`src/rtl/dir_pkg.sv`:
```
package dir_pkg;
  typedef enum logic [2:0] {
    MSG_DATA_SHR  = 3'd0,
    MSG_DATA_EXCL = 3'd1,
    MSG_INV       = 3'd2,
    MSG_FWD_INV   = 3'd3,
    MSG_FWD_RD    = 3'd4,
    MSG_NACK      = 3'd5
  } msg_kind_e;
endpackage

```
`src/rtl/dir_prio_arb.sv`:
```
module dir_prio_arb #(
  parameter int N  = 4,
  parameter int IW = (N > 1) ? $clog2(N) : 1
) (
  input  logic          clk_i,
  input  logic          rst_ni,
  input  logic          en_i,
  input  logic [N-1:0]  req_i,
  output logic [N-1:0]  gnt_o,
  output logic [IW-1:0] idx_o,
  output logic          any_o
);
  always_comb begin
    gnt_o = '0;
    idx_o = '0;
    any_o = 1'b0;
    for (int i = 0; i < N; i++) begin
      if (en_i && req_i[i] && !any_o) begin
        gnt_o[i] = 1'b1;
        idx_o    = IW'(i);
        any_o    = 1'b1;
      end
    end
  end

  p_gnt_onehot_r2: assert property (@(posedge clk_i) disable iff (!rst_ni)
    $onehot0(gnt_o));
  p_gnt_lowest_r2: assert property (@(posedge clk_i) disable iff (!rst_ni)
    (gnt_o != '0) |-> ((req_i & (gnt_o - N'(1))) == '0));
endmodule

```
`src/rtl/dir_decide.sv`:
```
module dir_decide
  import dir_pkg::*;
#(
  parameter int N  = 4,
  parameter int IW = (N > 1) ? $clog2(N) : 1
) (
  input  logic          busy_i,
  input  logic          excl_i,
  input  logic [N-1:0]  pres_i,
  input  logic [IW-1:0] req_id_i,
  input  logic          rdx_i,
  output logic          we_o,
  output logic          nbusy_o,
  output logic          nexcl_o,
  output logic [N-1:0]  npres_o,
  output logic [N-1:0]  npend_o,
  output msg_kind_e     kind_o,
  output logic [IW-1:0] dst_o,
  output logic [N-1:0]  inv_o
);
  logic [N-1:0]  req_oh;
  logic [N-1:0]  others;
  logic [IW-1:0] owner;

  always_comb begin
    req_oh = '0;
    req_oh[req_id_i] = 1'b1;
    others = pres_i & ~req_oh;
    owner  = '0;
    for (int i = 0; i < N; i++) if (pres_i[i]) owner = IW'(i);

    we_o    = 1'b0;
    nbusy_o = 1'b0;
    nexcl_o = 1'b0;
    npres_o = pres_i;
    npend_o = '0;
    kind_o  = MSG_NACK;
    dst_o   = req_id_i;
    inv_o   = '0;

    if (busy_i || (excl_i && pres_i[req_id_i])) begin
      // conflict or request from the holder itself: NACK, entry untouched
    end else if (excl_i) begin
      we_o    = 1'b1;
      nbusy_o = 1'b1;
      npend_o = pres_i;
      dst_o   = owner;
      if (rdx_i) begin
        kind_o  = MSG_FWD_INV;
        nexcl_o = 1'b1;
        npres_o = req_oh;
      end else begin
        kind_o  = MSG_FWD_RD;
        npres_o = pres_i | req_oh;
      end
    end else if (rdx_i) begin
      we_o    = 1'b1;
      kind_o  = MSG_DATA_EXCL;
      nexcl_o = 1'b1;
      npres_o = req_oh;
      inv_o   = others;
      npend_o = others;
      nbusy_o = |others;
    end else if (others == '0) begin
      we_o    = 1'b1;
      kind_o  = MSG_DATA_EXCL;
      nexcl_o = 1'b1;
      npres_o = req_oh;
    end else begin
      we_o    = 1'b1;
      kind_o  = MSG_DATA_SHR;
      npres_o = pres_i | req_oh;
    end
  end
endmodule

```
`src/rtl/dir_store.sv`:
```
module dir_store #(
  parameter int N      = 4,
  parameter int NE     = 16,
  parameter int DW     = 32,
  parameter int AW     = (NE > 1) ? $clog2(NE) : 1,
  parameter int IW     = (N > 1) ? $clog2(N) : 1
) (
  input  logic          clk_i,
  input  logic          rst_ni,
  input  logic [AW-1:0] rd_addr_i,
  output logic          rd_busy_o,
  output logic          rd_excl_o,
  output logic [N-1:0]  rd_pres_o,
  output logic [DW-1:0] rd_data_o,
  input  logic          wr_en_i,
  input  logic [AW-1:0] wr_addr_i,
  input  logic          wr_busy_i,
  input  logic          wr_excl_i,
  input  logic [N-1:0]  wr_pres_i,
  input  logic [N-1:0]  wr_pend_i,
  input  logic          rsp_en_i,
  input  logic [AW-1:0] rsp_addr_i,
  input  logic [IW-1:0] rsp_src_i,
  input  logic          rsp_rev_i,
  input  logic [DW-1:0] rsp_data_i
);
  logic          busy_q [NE];
  logic          excl_q [NE];
  logic [N-1:0]  pres_q [NE];
  logic [N-1:0]  pend_q [NE];
  logic [DW-1:0] mem_q  [NE];
  logic [N-1:0]  src_oh;

  always_comb begin
    src_oh = '0;
    src_oh[rsp_src_i] = 1'b1;
  end

  assign rd_busy_o = busy_q[rd_addr_i];
  assign rd_excl_o = excl_q[rd_addr_i];
  assign rd_pres_o = pres_q[rd_addr_i];
  assign rd_data_o = mem_q[rd_addr_i];

  for (genvar e = 0; e < NE; e++) begin : g_ent
    logic wr_hit;
    logic rsp_hit;
    logic [N-1:0] pend_left;
    assign wr_hit    = wr_en_i && (wr_addr_i == AW'(e));
    assign rsp_hit   = rsp_en_i && (rsp_addr_i == AW'(e)) && busy_q[e] && ((pend_q[e] & src_oh) != '0);
    assign pend_left = pend_q[e] & ~src_oh;

    always_ff @(posedge clk_i or negedge rst_ni) begin
      if (!rst_ni) begin
        busy_q[e] <= 1'b0;
        excl_q[e] <= 1'b0;
        pres_q[e] <= '0;
        pend_q[e] <= '0;
        mem_q[e]  <= '0;
      end else if (wr_hit) begin
        busy_q[e] <= wr_busy_i;
        excl_q[e] <= wr_excl_i;
        pres_q[e] <= wr_pres_i;
        pend_q[e] <= wr_pend_i;
      end else if (rsp_hit) begin
        pend_q[e] <= pend_left;
        busy_q[e] <= pend_left != '0;
        if (rsp_rev_i) mem_q[e] <= rsp_data_i;
      end
    end

    p_excl_single_r3: assert property (@(posedge clk_i) disable iff (!rst_ni)
      excl_q[e] |-> ($countones(pres_q[e]) == 1));
    p_pend_busy_r9: assert property (@(posedge clk_i) disable iff (!rst_ni)
      busy_q[e] |-> (pend_q[e] != '0));
    p_idle_nopend_r9: assert property (@(posedge clk_i) disable iff (!rst_ni)
      !busy_q[e] |-> (pend_q[e] == '0));
    p_no_clash_r8: assert property (@(posedge clk_i) disable iff (!rst_ni)
      !(wr_hit && busy_q[e]));
  end
endmodule

```
`src/rtl/dir_msg_seq.sv`:
```
module dir_msg_seq
  import dir_pkg::*;
#(
  parameter int N  = 4,
  parameter int DW = 32,
  parameter int AW = 4,
  parameter int IW = (N > 1) ? $clog2(N) : 1
) (
  input  logic          clk_i,
  input  logic          rst_ni,
  input  logic          load_i,
  input  logic [N-1:0]  ld_inv_i,
  input  msg_kind_e     ld_kind_i,
  input  logic [IW-1:0] ld_dst_i,
  input  logic [IW-1:0] ld_req_i,
  input  logic [AW-1:0] ld_addr_i,
  input  logic [DW-1:0] ld_data_i,
  output logic          busy_o,
  output logic          msg_valid_o,
  input  logic          msg_ready_i,
  output msg_kind_e     msg_kind_o,
  output logic [IW-1:0] msg_dst_o,
  output logic [IW-1:0] msg_req_o,
  output logic [AW-1:0] msg_addr_o,
  output logic [DW-1:0] msg_data_o
);
  logic          act_q;
  logic [N-1:0]  inv_q;
  msg_kind_e     kind_q;
  logic [IW-1:0] dst_q;
  logic [IW-1:0] req_q;
  logic [AW-1:0] addr_q;
  logic [DW-1:0] data_q;
  logic [IW-1:0] inv_idx;
  logic [N-1:0]  inv_oh;
  logic          fire;

  always_comb begin
    inv_idx = '0;
    for (int i = N - 1; i >= 0; i--) if (inv_q[i]) inv_idx = IW'(i);
    inv_oh = '0;
    inv_oh[inv_idx] = 1'b1;
  end

  assign fire        = act_q && msg_ready_i;
  assign busy_o      = act_q;
  assign msg_valid_o = act_q;
  assign msg_req_o   = req_q;
  assign msg_addr_o  = addr_q;

  always_comb begin
    if (inv_q != '0) begin
      msg_kind_o = MSG_INV;
      msg_dst_o  = inv_idx;
      msg_data_o = '0;
    end else begin
      msg_kind_o = kind_q;
      msg_dst_o  = dst_q;
      msg_data_o = (kind_q == MSG_DATA_SHR || kind_q == MSG_DATA_EXCL) ? data_q : '0;
    end
  end

  always_ff @(posedge clk_i or negedge rst_ni) begin
    if (!rst_ni) begin
      act_q  <= 1'b0;
      inv_q  <= '0;
      kind_q <= MSG_NACK;
      dst_q  <= '0;
      req_q  <= '0;
      addr_q <= '0;
      data_q <= '0;
    end else if (load_i) begin
      act_q  <= 1'b1;
      inv_q  <= ld_inv_i;
      kind_q <= ld_kind_i;
      dst_q  <= ld_dst_i;
      req_q  <= ld_req_i;
      addr_q <= ld_addr_i;
      data_q <= ld_data_i;
    end else if (fire) begin
      if (inv_q != '0) inv_q <= inv_q & ~inv_oh;
      else             act_q <= 1'b0;
    end
  end

  p_hold_r12: assert property (@(posedge clk_i) disable iff (!rst_ni)
    (msg_valid_o && !msg_ready_i) |=> (msg_valid_o && $stable(msg_kind_o)
      && $stable(msg_dst_o) && $stable(msg_addr_o) && $stable(msg_data_o)));
  p_load_idle_r12: assert property (@(posedge clk_i) disable iff (!rst_ni)
    load_i |-> !act_q);
  p_inv_order_r5: assert property (@(posedge clk_i) disable iff (!rst_ni)
    (fire && msg_kind_o == MSG_INV) |=> msg_valid_o);
endmodule

```
`src/rtl/dir_home_ctrl.sv`:
```
module dir_home_ctrl
  import dir_pkg::*;
#(
  parameter int N_PROC = 4,
  parameter int N_ENT  = 16,
  parameter int DATA_W = 32,
  parameter int ADDR_W = (N_ENT > 1) ? $clog2(N_ENT) : 1,
  parameter int ID_W   = (N_PROC > 1) ? $clog2(N_PROC) : 1
) (
  input  logic                     clk_i,
  input  logic                     rst_ni,
  input  logic [N_PROC-1:0]        req_valid_i,
  input  logic [N_PROC-1:0]        req_excl_i,
  input  logic [N_PROC*ADDR_W-1:0] req_addr_i,
  output logic [N_PROC-1:0]        req_ready_o,
  input  logic                     rsp_valid_i,
  input  logic                     rsp_rev_i,
  input  logic [ID_W-1:0]          rsp_src_i,
  input  logic [ADDR_W-1:0]        rsp_addr_i,
  input  logic [DATA_W-1:0]        rsp_data_i,
  output logic                     rsp_ready_o,
  output logic                     msg_valid_o,
  input  logic                     msg_ready_i,
  output logic [2:0]               msg_kind_o,
  output logic [ID_W-1:0]          msg_dst_o,
  output logic [ID_W-1:0]          msg_req_o,
  output logic [ADDR_W-1:0]        msg_addr_o,
  output logic [DATA_W-1:0]        msg_data_o
);
  logic              seq_busy;
  logic              acc;
  logic [ID_W-1:0]   sel_idx;
  logic [ADDR_W-1:0] sel_addr;
  logic              sel_rdx;
  logic              st_busy, st_excl;
  logic [N_PROC-1:0] st_pres;
  logic [DATA_W-1:0] st_data;
  logic              d_we, d_busy, d_excl;
  logic [N_PROC-1:0] d_pres, d_pend, d_inv;
  msg_kind_e         d_kind;
  logic [ID_W-1:0]   d_dst;
  msg_kind_e         out_kind;

  assign rsp_ready_o = 1'b1;

  dir_prio_arb #(.N(N_PROC), .IW(ID_W)) u_arb (
    .clk_i (clk_i),
    .rst_ni(rst_ni),
    .en_i  (!seq_busy),
    .req_i (req_valid_i),
    .gnt_o (req_ready_o),
    .idx_o (sel_idx),
    .any_o (acc)
  );

  assign sel_addr = req_addr_i[sel_idx*ADDR_W +: ADDR_W];
  assign sel_rdx  = req_excl_i[sel_idx];

  dir_store #(.N(N_PROC), .NE(N_ENT), .DW(DATA_W), .AW(ADDR_W), .IW(ID_W)) u_store (
    .clk_i     (clk_i),
    .rst_ni    (rst_ni),
    .rd_addr_i (sel_addr),
    .rd_busy_o (st_busy),
    .rd_excl_o (st_excl),
    .rd_pres_o (st_pres),
    .rd_data_o (st_data),
    .wr_en_i   (acc && d_we),
    .wr_addr_i (sel_addr),
    .wr_busy_i (d_busy),
    .wr_excl_i (d_excl),
    .wr_pres_i (d_pres),
    .wr_pend_i (d_pend),
    .rsp_en_i  (rsp_valid_i),
    .rsp_addr_i(rsp_addr_i),
    .rsp_src_i (rsp_src_i),
    .rsp_rev_i (rsp_rev_i),
    .rsp_data_i(rsp_data_i)
  );

  dir_decide #(.N(N_PROC), .IW(ID_W)) u_decide (
    .busy_i  (st_busy),
    .excl_i  (st_excl),
    .pres_i  (st_pres),
    .req_id_i(sel_idx),
    .rdx_i   (sel_rdx),
    .we_o    (d_we),
    .nbusy_o (d_busy),
    .nexcl_o (d_excl),
    .npres_o (d_pres),
    .npend_o (d_pend),
    .kind_o  (d_kind),
    .dst_o   (d_dst),
    .inv_o   (d_inv)
  );

  dir_msg_seq #(.N(N_PROC), .DW(DATA_W), .AW(ADDR_W), .IW(ID_W)) u_seq (
    .clk_i      (clk_i),
    .rst_ni     (rst_ni),
    .load_i     (acc),
    .ld_inv_i   (d_inv),
    .ld_kind_i  (d_kind),
    .ld_dst_i   (d_dst),
    .ld_req_i   (sel_idx),
    .ld_addr_i  (sel_addr),
    .ld_data_i  (st_data),
    .busy_o     (seq_busy),
    .msg_valid_o(msg_valid_o),
    .msg_ready_i(msg_ready_i),
    .msg_kind_o (out_kind),
    .msg_dst_o  (msg_dst_o),
    .msg_req_o  (msg_req_o),
    .msg_addr_o (msg_addr_o),
    .msg_data_o (msg_data_o)
  );

  assign msg_kind_o = out_kind;

  p_one_accept_r2: assert property (@(posedge clk_i) disable iff (!rst_ni)
    $onehot0(req_ready_o));
  p_busy_nack_r8: assert property (@(posedge clk_i) disable iff (!rst_ni)
    (acc && st_busy) |=> (msg_valid_o && msg_kind_o == 3'd5 && msg_dst_o == msg_req_o));
  p_no_accept_pending_r12: assert property (@(posedge clk_i) disable iff (!rst_ni)
    (msg_valid_o && !msg_ready_i) |-> (req_ready_o == '0));
  p_rsp_ready_r1: assert property (@(posedge clk_i) disable iff (!rst_ni)
    rsp_ready_o);
endmodule

```
`config.mk`:
```
export PLATFORM = sky130hd
export DESIGN_NAME = dir_home_ctrl
export DESIGN_NICKNAME = d
export VERILOG_FILES = /design/src/rtl/dir_pkg.sv /design/src/rtl/dir_prio_arb.sv /design/src/rtl/dir_decide.sv /design/src/rtl/dir_store.sv /design/src/rtl/dir_msg_seq.sv /design/src/rtl/dir_home_ctrl.sv
export SDC_FILE = /design/constraint.sdc
export NUM_CORES = 1
export LEC_CHECK = 0
export ABC_AREA = 1
export BUFFER_PORTS_ARGS = -buffer_cell sky130_fd_sc_hd__buf_2
export CAP_MARGIN = 20
export CELL_PAD_IN_SITES_DETAIL_PLACEMENT = 1
export CELL_PAD_IN_SITES_GLOBAL_PLACEMENT = 2
export CORE_UTILIZATION = 38
export CTS_BUF_LIST = sky130_fd_sc_hd__clkbuf_8
export DETAILED_ROUTE_END_ITERATION = 16
export HOLD_SLACK_MARGIN = 0.02
export PLACE_DENSITY_LB_ADDON = 0.1
export SLEW_MARGIN = 10
export SYNTH_ARGS = -nofsm -noshare
export SYNTH_HDL_FRONTEND = slang
export SYNTH_HIERARCHICAL = 1
export SYNTH_SLANG_ARGS = --single-unit
```
`constraint.sdc`:
```
create_clock -name clk_i -period 5.3 [get_ports clk_i]
set_input_delay 0.265 -clock clk_i [delete_from_list [all_inputs] [get_ports clk_i]]
set_output_delay 0.265 -clock clk_i [all_outputs]
set_load 0.005 [all_outputs]
```
Word level (Yosys, flattened, before mapping):

Index checks and enable logic that the tools add are counted.

* logic and storage cells: 478
* output and inout bits: 49
* bits of input ports: 67
* bits in registers: 720

* bitwise operators: 55
* reduce and logical (&&, ||, !) cells: 157
* multiplexer cells: 139
* shift operators: 1
* equal/unequal tests: 32
* $lt $le $gt $ge: 7

Operators with widths (count)
* $mux W4: 47
* $and A4 B4 Y4: 34
* $reduce_bool A4 Y1: 33
* $bmux W32 S4: 1
* $mux W32: 4
* $logic_and A1 B1 Y1: 77
* $eq A4 B4 Y1 const B: 16
* $mux W1: 63
* $reduce_and A3 Y1: 16
* $reduce_bool A2 Y1: 18
* $eq A4 B3 Y1 const B: 8
* $mux W2: 11
* $bmux W4 S4: 1
* $eq A4 B2 Y1 const B: 4
* $not A1 Y1: 16
* $shiftx A16 B5 Y4: 1
* $mux W3: 5
* $logic_not A4 Y1: 3
* $not A4 Y4: 3
* $lt A2 B3 Y1 const B: 3
* $bmux W1 S4: 2
* $eq A4 B1 Y1 const B: 2
* $demux W1 S2: 3
* $ge A2 B1 Y1 const B: 3
* 11 further kinds: 17

Depth between registers and ports, before layout:

Gate-level depths: netlist of the first run.

* depth after elaboration: 26
* mapped depth: 36

Hierarchy:

The synthesis of the first run kept the hierarchy.

Modules (own cells, without submodules)
* dir_store: cells each 4796, sequential area each 16816.1 µm², times used 1, area each 35173.7 µm²
* dir_msg_seq: cells each 267, sequential area each 1203.7 µm², times used 1, area each 2338.5 µm²
* dir_decide: cells each 101, sequential area each 0.0 µm², times used 1, area each 478.0 µm²
* dir_home_ctrl: cells each 63, sequential area each 0.0 µm², times used 1, area each 260.2 µm²
* dir_prio_arb: cells each 15, sequential area each 0.0 µm², times used 1, area each 78.8 µm²

Worst setup path before layout of the first run:

Ideal clock, no wire load.

* kind: reg-to-reg
* start: register u_seq.act_q, in the netlist u_seq/busy_o
* end: register u_store/mem_q[449] (netlist name)
* data required time: 5.234 ns
* path slack: 0.573 ns
* stages on the path, launching flop included: 33
* data arrival time: 4.661 ns
* period minus slack after synthesis: 4.727 ns
* buffers on the path: 6
* cells stage by stage: dfrtp_1 > inv_1 > nand2_1 > nand2_1 > a21oi_1 > inv_1 > nand3_1 > nand2_1 > clkbuf_1 > inv_1 > clkbuf_1 > buf_1 > o211ai_1 > nand3_1 > nand3_1 > nand2_1 > buf_2 > nand3_1 > nand2_1 > nor2_2 > nand2_4 > nand2_8 > nand2_1 > inv_1 > buf_2 > nand2_1 > nor2_4 > nand2_2 > inv_2 > nor2_2 > clkbuf_1 > nand3_1 > nand2_1

* word-level cells in the longest chain between the ends: 26
* elaborated cells between the ends (all ways): 39
* those cells by class: eq/ne (1); shift (1); mux (19); bitwise (2); reduce/logical (16)

RTL lines
* start, declared: line dir_msg_seq.sv:27 `logic act_q;`
* start signal, assigned: line dir_msg_seq.sv:65 `act_q <= 1'b0;`
* start signal, assigned: line dir_msg_seq.sv:73 `act_q <= 1'b1;`
* start signal, assigned: line dir_msg_seq.sv:82 `else act_q <= 1'b0;`
* $logic_not A1 Y1 *: line dir_home_ctrl.sv:49 `.en_i (!seq_busy),`
* $logic_and A1 B1 Y1: line dir_prio_arb.sv:18 `if (en_i && req_i[i] && !any_o) begin`
* $mux W1: line dir_prio_arb.sv:18
* $logic_not A1 Y1: line dir_prio_arb.sv:18
* $logic_and A1 B1 Y1: line dir_prio_arb.sv:18
* $mux W1: line dir_prio_arb.sv:18
* $logic_not A1 Y1: line dir_prio_arb.sv:18
* $logic_and A1 B1 Y1: line dir_prio_arb.sv:18
* (+4 left out)
* net sel_idx[1]: line dir_home_ctrl.sv:32 `logic [ID_W-1:0] sel_idx;`
* (+1 left out)
* net sel_addr[1]: line dir_home_ctrl.sv:33 `logic [ADDR_W-1:0] sel_addr;`
* (+4 left out)
* net st_pres[3]: line dir_home_ctrl.sv:36 `logic [N_PROC-1:0] st_pres;`
* (+2 left out)
* $logic_and A1 B1 Y1 *: line dir_decide.sv:41 `if (busy_i || (excl_i && pres_i[req_id_i])) begin`
* $logic_or A1 B1 Y1 *: line dir_decide.sv:41
* $mux W1 *: line dir_decide.sv:41
* net d_we: line dir_home_ctrl.sv:38 `logic d_we, d_busy, d_excl;`
* $logic_and A1 B1 Y1 *: line dir_home_ctrl.sv:67 `.wr_en_i (acc && d_we),`
* $logic_and A1 B1 Y1 *: line dir_store.sv:48 `assign wr_hit = wr_en_i && (wr_addr_i == AW'(e));`
* $not A1 Y1 (no source line) *
* $reduce_and A3 Y1 (no source line) *
* end signal, assigned by index: line dir_store.sv:67 `if (rsp_rev_i) mem_q[e] <= rsp_data_i;`
* end, declared: line dir_store.sv:31 `logic [DW-1:0] mem_q [NE];`

The timed path passes the listed nets; every way through them passes the cells marked *. The select of a mux whose other input is x is not followed.
A chain may end at the register's enable or synchronous reset.

Final worst setup path of the first run:

* start: register u_seq.act_q, in the netlist u_seq/busy_o
* end: register u_store/busy_q[4] (netlist name)

* word-level cells in the longest chain between the ends: 25
* elaborated cells between the ends (all ways): 52
* those cells by class: order compare (2); eq/ne (1); shift (1); mux (27); bitwise (3); reduce/logical (18)

RTL lines
* $logic_not A1 Y1 *: line dir_home_ctrl.sv:49
* $logic_and A1 B1 Y1: line dir_prio_arb.sv:18
* $mux W1: line dir_prio_arb.sv:18
* $logic_not A1 Y1: line dir_prio_arb.sv:18
* $logic_and A1 B1 Y1: line dir_prio_arb.sv:18
* $mux W1: line dir_prio_arb.sv:18
* $logic_not A1 Y1: line dir_prio_arb.sv:18
* $logic_and A1 B1 Y1: line dir_prio_arb.sv:18
* (+4 left out)
* net sel_idx[0]: line dir_home_ctrl.sv:32
* (+1 left out)
* net sel_addr[0]: line dir_home_ctrl.sv:33
* (+4 left out)
* net st_pres[1]: line dir_home_ctrl.sv:36
* (+1 left out)
* $mux W1 (not written as such) *: line dir_decide.sv:41
* $logic_and A1 B1 Y1 *: line dir_decide.sv:41
* $logic_or A1 B1 Y1 *: line dir_decide.sv:41
* $mux W1 *: line dir_decide.sv:41
* net d_we: line dir_home_ctrl.sv:38
* $logic_and A1 B1 Y1 *: line dir_home_ctrl.sv:67
* $logic_and A1 B1 Y1 *: line dir_store.sv:48
* $mux W1 or $reduce_bool A2 Y1 (tied branches)
* end signal, assigned by index: line dir_store.sv:60 `busy_q[e] <= wr_busy_i;`
* end, declared: line dir_store.sv:27 `logic busy_q [NE];`

Marks and branches as above.

==> run metrics, run 1 <==
status completed; Mapped Area 0.0383 mm²; final antenna-violating net count 0; latest clock arrival within the worst-skew pair 0.86 ns; final hold vios 0; CTS tree done; fin. max-slew vios 0; first-pass GRT wire length 243 mm; cell at the slowest stage of the critical path nand2_1; EDFF count, synth 0; post-layout util 43.2%; Clock Root Buffer clkbuf_8; top cells by area, synth dfrtp_1 (47%), nand2_1 (19%), nand3_1 (10%); DRT Pass-1 Iters 5; synth warn 6; Yosys top cell area share 46.9%; area grow syn2layout 12.6%; count leader, synth nand2_1; Final #Nets 5,292; die width 320 µm; Detailed Place HPWL 95.0 mm; sequential area share after synthesis 47.0%; Max-slew headroom 26.5%; Yosys cell types 33; Synth top cells by count nand2_1 (1,968), nand3_1 (791), dfrtp_1 (718); asr flop ratio synth 100%; WL final 160 mm; CP arrival 5.65 ns; Worst Path Max Fanout 58; Starting Density 38.3%; placed instance area 0.0400 mm²; Net Sw Frac 47.2%; Die ar. 0.102 mm²; RSZ-0062 raised after global routing true; MaxCap Viol Count 0; Max Clk Rate 205 MHz; clock network fraction of design power 25.4%; internal power 11,600 µW; TritonCTS Buffers 140; DR vias/cell 5.61; Crit Path Class register to register; antenna violations before repair 5; number of global-route vias before repair 37,500; via count 37,100; CTS sink cnt 720; core area 0.100 mm²; Final setup viols 0; WL/cell 24.2 µm; Boundary Pins 116; Critical R2R Launch u_seq/busy_o; CP startpoint kind register; cell mode on critical path nand2_1; net switching power figure 10,400 µW; Seq pwr share 28.9%; gpl congestion 0.841; gr usage total 31.4%; clock slew at reported path FFs 0.06 ns; Fin Hold WS 0.0571 ns; Port-buffer cells 114; gr ovfl total 0; largest net degree at the start of global routing 173; Bufs on Longest Clock Path 3; syn nets 5,309; Critical Path Start u_seq/busy_o; design area 0.0432 mm²; leakage 0.0224 µW; Initial DRC Count 3,022; Avg Inst Size Synth 7.31 µm²; Power Dens Cells 510 mW/mm²; Synth area leader dfrtp_1; Tightest Pin Transition 1.10 ns; layout cells sized above 1 10.6%; Max VDD drop 537 µV; Synth Flop Type dfrtp_1; Cell Rows 116; fin crit period 4.89 ns; pre-CTS setup slack 0.210 ns; CP required 6.06 ns; PnR worst setup slack 0.411 ns; Critical Path End Type register; Worst Hold Class primary input to asynchronous set/reset pin; fin crit share 92.3%; delay of the slowest cell on the worst path 0.51 ns; fill count 12,500; die height 320 µm; Comb power frac 45.7%; Synth Instances 5,242; post-synthesis register bit count 720; H-tree Lvls 4; DRC viols 0; Worst Skew 0.0417 ns
-- flip-flops by register name, summed over array words and instances (netlist names) --
signal and flops:
u_seq/msg_addr_o 4, u_store/busy_q 16, u_seq/busy_o 1, u_seq/data_q 32, u_store/pend_q 64, u_store/pres_q 64, u_seq/dst_q 2, u_seq/msg_req_o 2
u_store/excl_q 16, u_store/mem_q 512, u_seq/kind_q 3, u_seq/inv_q 4
-- routing by layer --
| metal | up-vias | GRT usage (%) | wire length [µm] |
|---|---|---|---|
| li1 | 17000 | - | - |
| met5 | - | 0 | 12 |
| met4 | 2 | 9.63 | 4250 |
| met2 | 1055 | 49.9 | 73500 |
| met1 | 18800 | 43.8 | 73300 |
| met3 | 269 | 4.98 | 9000 |
-- through the flow --
| step | total power [µW] | instances | setup TNS [ns] |
|---|---|---|---|
| after CTS | 22100 | 6612 | 0 |
| after floorplan | 12500 | 5242 | 0 |
| after global routing | 23300 | 6613 | -0.480 |
| after detailed placement | 16400 | 6346 | 0 |
| final | 22000 | 6613 | 0 |
| after global placement | 16300 | 6345 | 0 |
-- cells by family after synthesis --
family                 after synthesis  synth area share, %
AND/OR/NAND/NOR                   3083                 34.8
buffers and inverters              856                 9.09
flip-flops                         720                 47.0
other                                1              0.00978
AO/OA/AOI/OAI                      582                 9.12
-- cell type report --
cell class,instances,area (µm²),share of cell area [%]
clock inverters,57,313,0.725
clock buffers,174,2390,5.55
diodes,1,2.50,0.00580
multi-input cells,3666,17100,39.6
inverters,431,1630,3.78
repair buffers,266,2070,4.79
flip-flops and latches,720,18000,41.7
well taps,1298,1620,3.76
-- cell usage in the layout, fill, tap and decap left out, types with 2 or more instances in the layout --
cell type / instances
a21oi_1: 63
buf_12: 17
buf_2: 113
buf_4: 93
buf_6: 5
buf_8: 2
clkbuf_8: 174
clkinv_1: 2
clkinv_2: 5
clkinvlp_4: 6
dfrtp_1: 718
dfstp_2: 2
dlygate4sd3_1: 35
inv_1: 444
inv_2: 20
inv_4: 4
inv_8: 4
nand2_1: 1950
nand2_2: 18
nand2_4: 9
nand3_1: 788
nand3_2: 6
nand4_1: 137
nor2_1: 87
nor2_2: 12
nor2_4: 32
nor3_1: 9
nor3_2: 27
nor3_4: 4
o211ai_1: 224
o21a_1: 9
o21ai_0: 268
o21ai_1: 17
-- timing repair --
item,in CTS,in global routing
setup buffers,0,0
resized for setup,0,17
endpoints found under the setup margin,0,231
hold buffers,35,0
endpoints found under the hold margin,600,0
-- final timing paths --
| path | depth (start not counted) | to | slack, ns |
|---|---|---|---|
| max | 29 | u_store/busy_q[4] | 0.41 |
| min | 2 | u_store/mem_q[34] | 0.06 |
| max reg2reg | 29 | u_store/busy_q[4] | 0.41 |
| min reg2reg | 2 | u_store/mem_q[255] | 0.47 |
| max in group asynchronous | 3 | u_store/mem_q[93] | 3.81 |
| min in group clk_i | 7 | u_seq/msg_addr_o[0] | 0.13 |
-- power groups by stage --
| stage | Combinational [µW] | Sequential [µW] | Clock, µW |
|---|---|---|---|
| finish | 10100 | 6350 | 5590 |
| global route | 10900 | 6400 | 5950 |
| CTS | 10000 | 6350 | 5730 |
| detailed placement | 9960 | 6440 | 0 |
| global placement | 9880 | 6430 | 0 |
| floorplan | 6200 | 6330 | 0 |
-- critical path: cells and delay by family (launching register included) --
kind	cells	cell delay [ns]
and+or+nand+nor	24	3.42
buffers and inverters	4	0.84
DFF	1	0.41
AOI/OAI and AO/OA	1	0.14
(Power assumes the default switching activity.)
==> inputs of run 2 (changes only) <==
CORE_ASPECT_RATIO = 0.5   (was default)
PLACE_DENSITY = 0.92   (was default)
PLACE_DENSITY_LB_ADDON = default   (was 0.1)
==> run metrics, run 2 (same netlist as run 1, synthesis figures left out) <==
Reg with most FFs u_store/mem_q (unchanged); Power Dens Cells 497 mW/mm² (was 510 mW/mm²); Comb power frac 46.8% (was 45.7%); Critical Path End Type register (unchanged); delay of the slowest cell on the worst path 0.51 ns (about the same); gpl congestion 0.865 (was 0.841); H-tree Lvls 3 (was 4); post-route insts no fill 6,597 (was 6,613); DRT Pass-1 Iters 11 (was 5); hold path depth 7; CP startpoint kind register (unchanged); TritonCTS Buffers 110 (was 140); gr ovfl total 0 (unchanged); top flop regs u_store/mem_q: 512 flops, u_store/pend_q: 64 flops, u_store/pres_q: 64 flops (unchanged); Largest register FFs 512 (unchanged); commonest cells after routing, fill and taps aside nand2_1 (1,957), nand3_1 (791), dfrtp_1 (718) (was nand2_1 (1,950), nand3_1 (788), dfrtp_1 (718)); post-layout util 43.1% (was 43.2%); DR vias/cell 5.77 (was 5.61); final hold vios 0 (unchanged); fin crit share 94.0% (was 92.3%); Worst Hold Class primary input to register (was primary input to asynchronous set/reset pin); Critical Path Start u_seq/busy_o (unchanged); Final #Nets 5,259 (was 5,292); setup tns final 0 ns (unchanged); DRC viols 4 (was 0); Detailed Place HPWL 93.9 mm (was 95.0 mm); R2R cell count 27 (was 29); CTS tree done (unchanged); gr usage total 30.7% (was 31.4%); CP arrival 5.73 ns (was 5.65 ns); Critical R2R Launch u_seq/busy_o (unchanged); cell at the slowest stage of the critical path buf_4 (was nand2_1); CP required 6.05 ns (was 6.06 ns); antenna violations before repair 5 (unchanged); WL final 157 mm (was 160 mm); Max-slew headroom 15.6% (was 26.5%); net switching power figure 10,100 µW (was 10,400 µW); Net Sw Frac 47.9% (was 47.2%); most common cell after layout, fill and taps aside nand2_1 (unchanged); Max Clk Rate 201 MHz (was 205 MHz); MaxCap Viol Count 0 (unchanged); Boundary Pins 116 (unchanged); Bufs on Longest Clock Path 3 (unchanged); Final setup viols 0 (unchanged); Tightest Pin Transition 1.27 ns (was 1.10 ns); layout cells sized above 1 9.74% (was 10.6%); number of global-route vias before repair 39,100 (was 37,500); largest net degree at the start of global routing 231 (was 173); Max VDD drop 632 µV (was 537 µV); status finished with violations (was completed); Hold EP u_seq/msg_addr_o[3]; Worst Skew 0.0547 ns (was 0.0417 ns); Die ar. 0.102 mm² (about the same); Worst R2R End u_store/mem_q[329] (was u_store/busy_q[4]); leakage 0.0221 µW (was 0.0224 µW); cell mode on critical path nand2_1 (unchanged); Starting Density 38.8% (was 38.3%); Port-buffer cells 114 (unchanged); Cell Rows 81 (was 116); WL/cell 23.8 µm (was 24.2 µm); final antenna-violating net count 0 (unchanged); Crit Path Class register to register (unchanged); min-delay src req_addr_i[7]; Post-Place Cells 6,368 (was 6,346); core area 0.0988 mm² (was 0.100 mm²); clock slew at reported path FFs 0.06 ns (about the same); WP buf/inv 6 (was 4); first-pass GRT wire length 240 mm (was 243 mm); die width 451 µm (was 320 µm); R2R setup slack 0.32 ns (was 0.41 ns); fin crit period 4.98 ns (was 4.89 ns); internal power 11,000 µW (was 11,600 µW); area grow syn2layout 11.1% (was 12.6%); failing checks design-rule violations; CTS sink cnt 720 (unchanged); Worst path top cell family by delay simple AND/OR/NAND/NOR gates (unchanged); Worst Path Max Fanout 38 (was 58); fin. max-slew vios 0 (unchanged); latest clock arrival within the worst-skew pair 0.84 ns (was 0.86 ns); die height 227 µm (was 320 µm); Clock Root Buffer clkbuf_8 (unchanged); Initial DRC Count 3,883 (was 3,022); clock network fraction of design power 23.2% (was 25.4%); Seq pwr share 30.0% (was 28.9%); via count 38,100 (was 37,100)
==> run 2: worst max-delay path by stage <==
stage / to / slack, ns / depth (start not counted)
after global placement: u_store/mem_q[95] / 0.27 / 31
after detailed placement: u_store/mem_q[70] / -0.005 / 31
final: u_store/mem_q[329] / 0.32 / 27
after floorplan: u_store/mem_q[449] / 0.57 / 32
after global routing: u_store/mem_q[346] / -0.02 / 28
after CTS: u_store/mem_q[204] / 0.03 / 31
==> run 2: cell type report <==
cell class / instances / area (µm²)
inverters: 431 / 1630
repair buffers: 263 / 2010
fillers: 12300 / 56200
clock buffers: 141 / 1940
diodes: 2 / 5.00
well taps: 1328 / 1660
clock inverters: 46 / 268
multi-input cells: 3666 / 17100
flip-flops and latches: 720 / 18000
==> run 2: metrics by stage <==
stage | total power, µW | instance area (µm²) | worst slack (ns) | hold WS (ns)
5_1_grt | 22300 | 42600 | -0.0160 | 0.0946
3_3_place_gp | 15800 | 39800 | 0.269 | 0.304
2_1_floorplan | 12500 | 38300 | 0.573 | -0.0306
4_1_cts | 21100 | 42500 | 0.0336 | 0.0552
3_5_place_dp | 16100 | 39900 | -0.00492 | 0.309
6_report | 21200 | 42600 | 0.320 | 0.0974
==> run 2: repair_timing <==
| action | 4_1_cts | 5_1_grt |
|---|---|---|
| resized for setup | 1 | 26 |
| setup buffers | 0 | 4 |
| pin swaps | 0 | 2 |
| endpoints found under the hold margin | 630 | 0 |
| setup endpoints to repair | 17 | 539 |
| hold buffers | 36 | 0 |
==> run 2: worst register-to-register path, stage by stage (launching register included) <==
cell	delay [ns]
dfrtp_1	0.39
inv_1	0.11
nand2_1	0.17
nand2_1	0.12
a21oi_2	0.28
inv_1	0.17
nand3_1	0.15
nand2_4	0.27
a21oi_1	0.26
o21ai_0	0.17
nand3_1	0.11
nand3_1	0.15
nand2_1	0.24
inv_1	0.10
nor2_2	0.16
nor2_4	0.05
nand2_4	0.14
nand2_8	0.09
nand2_1	0.15
inv_2	0.14
nand2_1	0.15
nor2_4	0.08
nand2_1	0.10
inv_1	0.18
nor2_4	0.17
buf_4	0.51
nand3_1	0.22
nand2_1	0.10
==> run 2: routing by layer <==
layer  vias up  global-route usage, %  wire length (µm)
li1      16900                      -                 -
met4         6                   11.4              5570
met1     19300                   42.7             69000
met3       348                   6.41             13500
met2      1564                   46.9             68700
met5         -                      0                31
==> run 2: power groups by stage <==
stage | sequential, µW | clock (µW) | combinational, µW
finish | 6360 | 4910 | 9920
global route | 6400 | 5200 | 10700
CTS | 6350 | 4990 | 9720
floorplan | 6330 | 0 | 6200
global placement | 6420 | 0 | 9390
detailed placement | 6450 | 0 | 9640
